### src/rtl/mapper_pkg.sv
`timescale 1ns/1ps
package mapper_pkg;
   typedef enum logic [1:0] {
      MIR_VERT   = 2'd0,
      MIR_HORIZ  = 2'd1,
      MIR_ONE_LO = 2'd2,
      MIR_ONE_HI = 2'd3
   } mirror_e;

   localparam logic [3:0] CMD_LOW_WIN = 4'h8;
   localparam logic [3:0] CMD_WIN_8   = 4'h9;
   localparam logic [3:0] CMD_WIN_A   = 4'hA;
   localparam logic [3:0] CMD_WIN_C   = 4'hB;
   localparam logic [3:0] CMD_MIRROR  = 4'hC;

   localparam logic [2:0] WIN_LOW  = 3'd3;
   localparam logic [2:0] WIN_CMD  = 3'd4;
   localparam logic [2:0] WIN_ARG  = 3'd5;
   localparam logic [2:0] WIN_SNDA = 3'd6;
   localparam logic [2:0] WIN_SNDD = 3'd7;
endpackage

### src/rtl/mapper_cmd_regs.sv
`timescale 1ns/1ps
module mapper_cmd_regs
   import mapper_pkg::*;
(
   input  logic            clk,
   input  logic            rst_n,
   input  logic            cmd_wr,
   input  logic            arg_wr,
   input  logic [7:0]      wdata,
   output logic [7:0][7:0] chr_bank_q,
   output logic [3:0][7:0] prg_bank_q,
   output mirror_e         mirror_q
);
   logic [3:0] cmd_q;

   always_ff @(posedge clk) begin
      if (!rst_n) begin
         cmd_q      <= '0;
         chr_bank_q <= '0;
         prg_bank_q <= {8'd2, 8'd1, 8'd0, 8'd0};
         mirror_q   <= MIR_VERT;
      end else begin
         if (cmd_wr) cmd_q <= wdata[3:0];
         if (arg_wr) begin
            if (!cmd_q[3]) begin
               chr_bank_q[cmd_q[2:0]] <= wdata;
            end else begin
               case (cmd_q)
                  CMD_LOW_WIN: prg_bank_q[0] <= wdata;
                  CMD_WIN_8:   prg_bank_q[1] <= wdata;
                  CMD_WIN_A:   prg_bank_q[2] <= wdata;
                  CMD_WIN_C:   prg_bank_q[3] <= wdata;
                  CMD_MIRROR:  mirror_q      <= mirror_e'(wdata[1:0]);
                  default:     ;
               endcase
            end
         end
      end
   end

   AST_CMD_LATCH: assert property (@(posedge clk) disable iff (!rst_n)
      cmd_wr |=> cmd_q == $past(wdata[3:0])) else $error("command latch");
   AST_MIRROR_HOLD: assert property (@(posedge clk) disable iff (!rst_n)
      !(arg_wr && cmd_q == CMD_MIRROR) |=> $stable(mirror_q)) else $error("mirror moved");
   AST_HIGH_CMD_INERT: assert property (@(posedge clk) disable iff (!rst_n)
      (arg_wr && cmd_q > CMD_MIRROR) |=> $stable(prg_bank_q) && $stable(chr_bank_q)) else $error("inert cmd wrote");
endmodule

### src/rtl/mapper_cpu_decode.sv
`timescale 1ns/1ps
module mapper_cpu_decode
   import mapper_pkg::*;
#(
   parameter int PRG_BANKS  = 256,
   parameter int WRAM_BANKS = 1,
   localparam int PB_W      = $clog2(PRG_BANKS),
   localparam int PRG_AW    = PB_W + 13,
   localparam int WRAM_AW   = $clog2(WRAM_BANKS) + 13
)(
   input  logic               clk,
   input  logic               rst_n,
   input  logic               cpu_req,
   input  logic               cpu_we,
   input  logic [15:0]        cpu_addr,
   input  logic [7:0]         cpu_wdata,
   input  logic [3:0][7:0]    prg_bank_q,
   output logic [PRG_AW-1:0]  rom_addr,
   output logic               rom_cs,
   output logic [WRAM_AW-1:0] wram_addr,
   output logic               wram_cs,
   output logic               wram_we,
   output logic               open_bus_en,
   output logic [7:0]         open_bus_data,
   output logic               snd_addr_stb,
   output logic               snd_data_stb,
   output logic [7:0]         snd_data
);
   logic [2:0]  win;
   logic [12:0] off;
   logic [7:0]  low_sel;
   logic [7:0]  sel_bank;
   logic        ram_mode;
   logic        ram_in_range;
   logic        is_low;

   assign win     = cpu_addr[15:13];
   assign off     = cpu_addr[12:0];
   assign low_sel = prg_bank_q[0];

   generate
      if (WRAM_BANKS == 1) begin : g_wram_single
         assign ram_in_range = (low_sel[5:0] == 6'd0);
         assign wram_addr    = off;
      end else begin : g_wram_multi
         localparam int WB_W = $clog2(WRAM_BANKS);
         localparam logic [6:0] WRAM_LIM = 7'(WRAM_BANKS);
         assign ram_in_range = ({1'b0, low_sel[5:0]} < WRAM_LIM);
         assign wram_addr    = {low_sel[WB_W-1:0], off};
      end
   endgenerate

   always_comb begin
      case (win)
         WIN_LOW:  sel_bank = {2'b00, low_sel[5:0]};
         WIN_CMD:  sel_bank = prg_bank_q[1];
         WIN_ARG:  sel_bank = prg_bank_q[2];
         WIN_SNDA: sel_bank = prg_bank_q[3];
         default:  sel_bank = 8'hFF;
      endcase
      is_low        = (win == WIN_LOW);
      ram_mode      = low_sel[7] & low_sel[6];
      rom_addr      = {sel_bank[PB_W-1:0], off};
      rom_cs        = cpu_req & ~cpu_we & ((is_low & ~ram_mode) | win[2]);
      wram_cs       = cpu_req & is_low & ram_mode & ram_in_range;
      wram_we       = wram_cs & cpu_we;
      open_bus_en   = cpu_req & ~cpu_we & is_low & ram_mode & ~ram_in_range;
      open_bus_data = cpu_addr[15:8];
      snd_addr_stb  = cpu_req & cpu_we & (win == WIN_SNDA);
      snd_data_stb  = cpu_req & cpu_we & (win == WIN_SNDD);
      snd_data      = cpu_wdata;
   end

   AST_ONE_TARGET: assert property (@(posedge clk) disable iff (!rst_n)
      $onehot0({rom_cs, wram_cs, open_bus_en, snd_addr_stb, snd_data_stb})) else $error("two targets");
   AST_TOP_FIXED: assert property (@(posedge clk) disable iff (!rst_n)
      (rom_cs && cpu_addr[15:13] == 3'd7) |-> &rom_addr[PRG_AW-1:13]) else $error("top window moved");
   AST_RAM_WRITE_GATED: assert property (@(posedge clk) disable iff (!rst_n)
      wram_we |-> (cpu_req && cpu_we && cpu_addr[15:13] == 3'd3 && prg_bank_q[0][7:6] == 2'b11)) else $error("stray RAM write");
   AST_OPEN_BUS_DATA: assert property (@(posedge clk) disable iff (!rst_n)
      open_bus_en |-> (open_bus_data == cpu_addr[15:8] && !wram_cs)) else $error("open bus");
   AST_LOW_SILENT: assert property (@(posedge clk) disable iff (!rst_n)
      (cpu_addr < 16'h6000) |-> !(rom_cs || wram_cs || open_bus_en || snd_addr_stb || snd_data_stb)) else $error("low select");
endmodule

### src/rtl/mapper_chr_decode.sv
`timescale 1ns/1ps
module mapper_chr_decode #(
   parameter int CHR_BANKS  = 256,
   parameter bit CHR_IS_RAM = 1'b0,
   localparam int CB_W      = $clog2(CHR_BANKS),
   localparam int CHR_AW    = CB_W + 10
)(
   input  logic              clk,
   input  logic              rst_n,
   input  logic              ppu_req,
   input  logic              ppu_we,
   input  logic [12:0]       ppu_addr,
   input  logic [7:0][7:0]   chr_bank_q,
   output logic [CHR_AW-1:0] chr_addr,
   output logic              chr_cs,
   output logic              chr_we
);
   logic [7:0] page;

   assign page     = chr_bank_q[ppu_addr[12:10]];
   assign chr_addr = {page[CB_W-1:0], ppu_addr[9:0]};

   generate
      if (CHR_IS_RAM) begin : g_chr_ram
         assign chr_cs = ppu_req;
         assign chr_we = ppu_req & ppu_we;
      end else begin : g_chr_rom
         assign chr_cs = ppu_req & ~ppu_we;
         assign chr_we = 1'b0;
      end
   endgenerate

   AST_CHR_WRITE_SRC: assert property (@(posedge clk) disable iff (!rst_n)
      chr_we |-> (ppu_req && ppu_we && chr_cs)) else $error("chr write source");
endmodule

### src/rtl/cart_bank_mapper.sv
`timescale 1ns/1ps
module cart_bank_mapper
   import mapper_pkg::*;
#(
   parameter int PRG_BANKS  = 256,
   parameter int CHR_BANKS  = 256,
   parameter int WRAM_BANKS = 1,
   parameter bit CHR_IS_RAM = 1'b0,
   localparam int PRG_AW    = $clog2(PRG_BANKS) + 13,
   localparam int CHR_AW    = $clog2(CHR_BANKS) + 10,
   localparam int WRAM_AW   = $clog2(WRAM_BANKS) + 13
)(
   input  logic               clk,
   input  logic               rst_n,
   input  logic               cpu_req,
   input  logic               cpu_we,
   input  logic [15:0]        cpu_addr,
   input  logic [7:0]         cpu_wdata,
   input  logic               ppu_req,
   input  logic               ppu_we,
   input  logic [12:0]        ppu_addr,
   output logic [PRG_AW-1:0]  prg_rom_addr,
   output logic               prg_rom_cs,
   output logic [WRAM_AW-1:0] wram_addr,
   output logic               wram_cs,
   output logic               wram_we,
   output logic               open_bus_en,
   output logic [7:0]         open_bus_data,
   output logic [CHR_AW-1:0]  chr_addr,
   output logic               chr_cs,
   output logic               chr_we,
   output logic [1:0]         mirror_mode,
   output logic               snd_addr_stb,
   output logic               snd_data_stb,
   output logic [7:0]         snd_data
);
   generate
      if (PRG_BANKS < 2 || PRG_BANKS > 256 || (PRG_BANKS & (PRG_BANKS - 1)) != 0) begin : g_bad_prg
         $error("PRG_BANKS must be a power of two in 2..256");
      end
      if (CHR_BANKS < 2 || CHR_BANKS > 256 || (CHR_BANKS & (CHR_BANKS - 1)) != 0) begin : g_bad_chr
         $error("CHR_BANKS must be a power of two in 2..256");
      end
      if (WRAM_BANKS < 1 || WRAM_BANKS > 64 || (WRAM_BANKS & (WRAM_BANKS - 1)) != 0) begin : g_bad_wram
         $error("WRAM_BANKS must be a power of two in 1..64");
      end
   endgenerate

   logic [7:0][7:0] chr_bank_q;
   logic [3:0][7:0] prg_bank_q;
   mirror_e         mirror_q;
   logic            cmd_wr;
   logic            arg_wr;

   assign cmd_wr      = cpu_req & cpu_we & (cpu_addr[15:13] == WIN_CMD);
   assign arg_wr      = cpu_req & cpu_we & (cpu_addr[15:13] == WIN_ARG);
   assign mirror_mode = mirror_q;

   mapper_cmd_regs u_regs (
      .clk        (clk),
      .rst_n      (rst_n),
      .cmd_wr     (cmd_wr),
      .arg_wr     (arg_wr),
      .wdata      (cpu_wdata),
      .chr_bank_q (chr_bank_q),
      .prg_bank_q (prg_bank_q),
      .mirror_q   (mirror_q)
   );

   mapper_cpu_decode #(.PRG_BANKS(PRG_BANKS), .WRAM_BANKS(WRAM_BANKS)) u_cpu (
      .clk           (clk),
      .rst_n         (rst_n),
      .cpu_req       (cpu_req),
      .cpu_we        (cpu_we),
      .cpu_addr      (cpu_addr),
      .cpu_wdata     (cpu_wdata),
      .prg_bank_q    (prg_bank_q),
      .rom_addr      (prg_rom_addr),
      .rom_cs        (prg_rom_cs),
      .wram_addr     (wram_addr),
      .wram_cs       (wram_cs),
      .wram_we       (wram_we),
      .open_bus_en   (open_bus_en),
      .open_bus_data (open_bus_data),
      .snd_addr_stb  (snd_addr_stb),
      .snd_data_stb  (snd_data_stb),
      .snd_data      (snd_data)
   );

   mapper_chr_decode #(.CHR_BANKS(CHR_BANKS), .CHR_IS_RAM(CHR_IS_RAM)) u_chr (
      .clk        (clk),
      .rst_n      (rst_n),
      .ppu_req    (ppu_req),
      .ppu_we     (ppu_we),
      .ppu_addr   (ppu_addr),
      .chr_bank_q (chr_bank_q),
      .chr_addr   (chr_addr),
      .chr_cs     (chr_cs),
      .chr_we     (chr_we)
   );
endmodule

### config.mk
export PLATFORM = sky130hd
export DESIGN_NAME = cart_bank_mapper
export DESIGN_NICKNAME = d
export VERILOG_FILES = /design/src/rtl/mapper_pkg.sv /design/src/rtl/mapper_cmd_regs.sv /design/src/rtl/mapper_cpu_decode.sv /design/src/rtl/mapper_chr_decode.sv /design/src/rtl/cart_bank_mapper.sv
export SDC_FILE = /design/constraint.sdc
export NUM_CORES = 1
export LEC_CHECK = 0
export BUFFER_PORTS_ARGS = -buffer_cell sky130_fd_sc_hd__buf_2
export CORE_ASPECT_RATIO = 0.9
export CORE_MARGIN = 5
export CORE_UTILIZATION = 38
export DETAILED_ROUTE_END_ITERATION = 7
export SYNTH_ARGS = -nofsm -noshare
export SYNTH_HDL_FRONTEND = slang
export SYNTH_SLANG_ARGS = --single-unit
### constraint.sdc
create_clock -name clk -period 2.4 [get_ports clk]
set_clock_uncertainty 0.2 [all_clocks]
set_input_delay 0.24 -clock clk [delete_from_list [all_inputs] [get_ports clk]]
set_output_delay 0.24 -clock clk [all_outputs]
set_load 0.02 [all_outputs]
==> reports/metrics.cfg <==
[status]
status = complete, no violations

[clock_network]
cts.sinks = 102
cts_buffers = 9
cts_tree = built
cts_root_buf = clkbuf_16
clk_latency_ns = 0.34
clk_pin_slew_worst_paths_ns = 0.06
h-tree-depth = 3
clock_path_buffers = 2
post_cts_buffers = 0

[placement]
routabilityCongestion = 0.776
dp_hpwl_mm = 8.20
port_buffers = 55

[floorplanning]
design.core.area_um2 = 13300
die_h_um = 120
die_area_um2 = 15900
initial_core_util_pct = 38.5
die_x_um = 132
ios = 121
num_rows = 40

[timing]
fmax_mhz = 448
maxSlewViolCount = 0
rsz0062_at_grt = no
setup_violations = 0
finalCritPeriodShare_pct = 93.0
slew_headroom_pct = 58.3
holdWs_ns = 0.0310
finalHoldViolations = 0
period_minus_slack_ns = 2.23
finalSetupTns_ns = 0
max_slew.worst_pin.slew_ns = 0.624

[drt]
vias = 3490
first_pass_iters = 4
drt-vias-per-instance = 5.17
drcViolationCount = 0
first_iter_violations = 238
antenna_left = 0
drt-total-wl_mm = 11.8
wl_per_cell_um = 17.4

[global_route]
grt_pass1_wl_mm = 18.9
antenna_found_initial = 0
grt.total_usage_pct = 15.0
grt_pass1_vias = 3505
grt_max_degree = 47
grt-ovfl-total = 0

[power]
p_leak_uw = 0.00239
p_int_uw = 2720
power_uw = 3520
p_clk_share_pct = 44.7
ir_drop_v = 0.000319
powerDensity_nw_per_um2 = 640
p_sw_share_pct = 22.9
p_comb_share_pct = 7.1
pwr-share-seq_pct = 48.2
switching_power_uw = 806

[finish]
nets = 545
multi_input_area_um2 = 2530
final_cell_mix = 107 x nand2_1, 102 x dfxtp_1, 100 x mux2i_1
layout_commonest_cell = nand2_1
antenna_cells = 0
fillers = 1265
regArea_um2 = 2040
syn2layout_area_growth_pct = 7.30
drive_gt1_share_pct = 24.9

[setup_path]
crit_required_ns = 1.96
start_kind = register
crit_type = reg -> out
path_cells = or4_1 -> nor3_2 -> and4_1 -> buf_2
critPathSlowestCell = or4_1
cp_slowest_stage_delay_ns = 0.54
crit_arrival_ns = 1.79
endpoint_kind = output port
crit_fanout = 3

[worst_hold_path]
hold_class = in -> reg

[yosys]
yosysSeqAreaShare_pct = 39.8
yosys.cell_types.count = 36
avgSynthCellArea_um2 = 10.1
syn_area_um2 = 5130
synth-seq-cells = 102
ys_warn_count = 0
synth_cells = 510
syn_nets = 553

[run]
drv_cap = 0

-- power groups by stage --
stage                     clock, uW  combinational (uW)  sequential (uW)
after global routing           1690                 271             1700
after CTS                      1600                 253             1700
after detailed placement          0                 250             1740
after global placement            0                 248             1740
after floorplan                   0                 281             1730
final                          1570                 250             1700
-- path summary, 6_finish.rpt --
kind,startpoint,cells past startpoint,slack (ns),end
max,u_regs.prg_bank_q[2],4,0.17,wram_we
max reg2reg,u_regs.cmd_q[1],3,0.43,u_regs.prg_bank_q[20]
min,cpu_wdata[1],3,0.03,u_regs.cmd_q[1]
min reg2reg,u_regs.chr_bank_q[63],2,0.26,u_regs.chr_bank_q[63]
-- cells in the mapped netlist, drive strengths merged --
| master | number | area (um2) |
|---|---|---|
| and3 | 2 | 12.5 |
| nor2 | 11 | 41.3 |
| nand4b | 1 | 23.8 |
| clkbuf | 22 | 82.6 |
| a31oi | 1 | 6.26 |
| a22oi | 2 | 15.0 |
| and4 | 1 | 8.76 |
| and3b | 2 | 17.5 |
| nand3 | 10 | 60.1 |
| conb | 1 | 3.75 |
| or4 | 1 | 7.51 |
| nand2 | 107 | 402 |
| o22ai | 6 | 37.5 |
| nand3b | 3 | 35.0 |
| mux4 | 16 | 360 |
| mux2i | 100 | 1000 |
| a21boi | 4 | 30.0 |
| dfxtp | 102 | 2040 |
| nand4 | 2 | 18.8 |
| nor2b | 7 | 43.8 |
| nor3 | 5 | 70.1 |
| nor4 | 3 | 48.8 |
| buf | 66 | 472 |
| o21ai | 6 | 30.0 |
| and4bb | 2 | 25.0 |
| mux2 | 14 | 158 |
| nand2b | 7 | 43.8 |
| a21oi | 6 | 30.0 |
-- metrics by stage --
stage	cells	setup slack (ns)	cell area [um2]	util [%]
final	675	0.169	5500	41.3
after global routing	675	0.0697	5500	41.3
after CTS	675	0.0180	5500	41.3
after detailed placement	657	0.299	5150	38.7
after global placement	657	0.312	5150	38.7
after floorplan	510	0.419	5130	-
-- sequential cells by signal, indices dropped and copies added, names as in the netlist --
| name | flops |
|---|---|
| u_regs.prg_bank_q | 32 |
| u_regs.mirror_q | 2 |
| u_regs.chr_bank_q | 64 |
| u_regs.cmd_q | 4 |
-- cell type report --
cell class                      instances  area share [%]
Clock buffer                           11            4.41
Clock inverter                          5            1.50
Multi-Input combinational cell        320            46.1
Sequential cell                       102            37.1
Tap cell                              168            3.82
Timing Repair Buffer                   69            7.05
-- logic make-up (layout without fill, tap and decap cells) --
| family | Yosys count | count (layout) | synth area share [%] |
|---|---|---|---|
| buffers and inverters | 88 | 85 | 10.8 |
| and+or+nand+nor | 164 | 164 | 16.7 |
| muxes | 130 | 130 | 29.6 |
| DFF | 102 | 102 | 39.8 |
| AOI/OAI and AO/OA | 25 | 25 | 2.90 |
| other | 1 | 1 | 0.0732 |
-- worst max-delay path, delay by kind of cell, from the launching register on --
kind	cells	cell delay, ns
buffers and inverters	1	0.16
DFF	1	0.32
and+or+nand+nor	3	0.98
-- routing by layer --
metal  track usage, %  up-vias  wire length [um]
met5                0        -                 0
met4             3.44        0               104
met3             3.83       13               481
met2             24.4       86              5560
met1             20.1     1711              5620
li1                 -     1680                 -
-- timing repair --
action | CTS | global route
hold endpoints to repair | 2 | 0
endpoints found under the setup margin | 0 | 2
resized for setup | 0 | 1
hold buffers | 2 | 0
(Power assumes the default switching activity.)
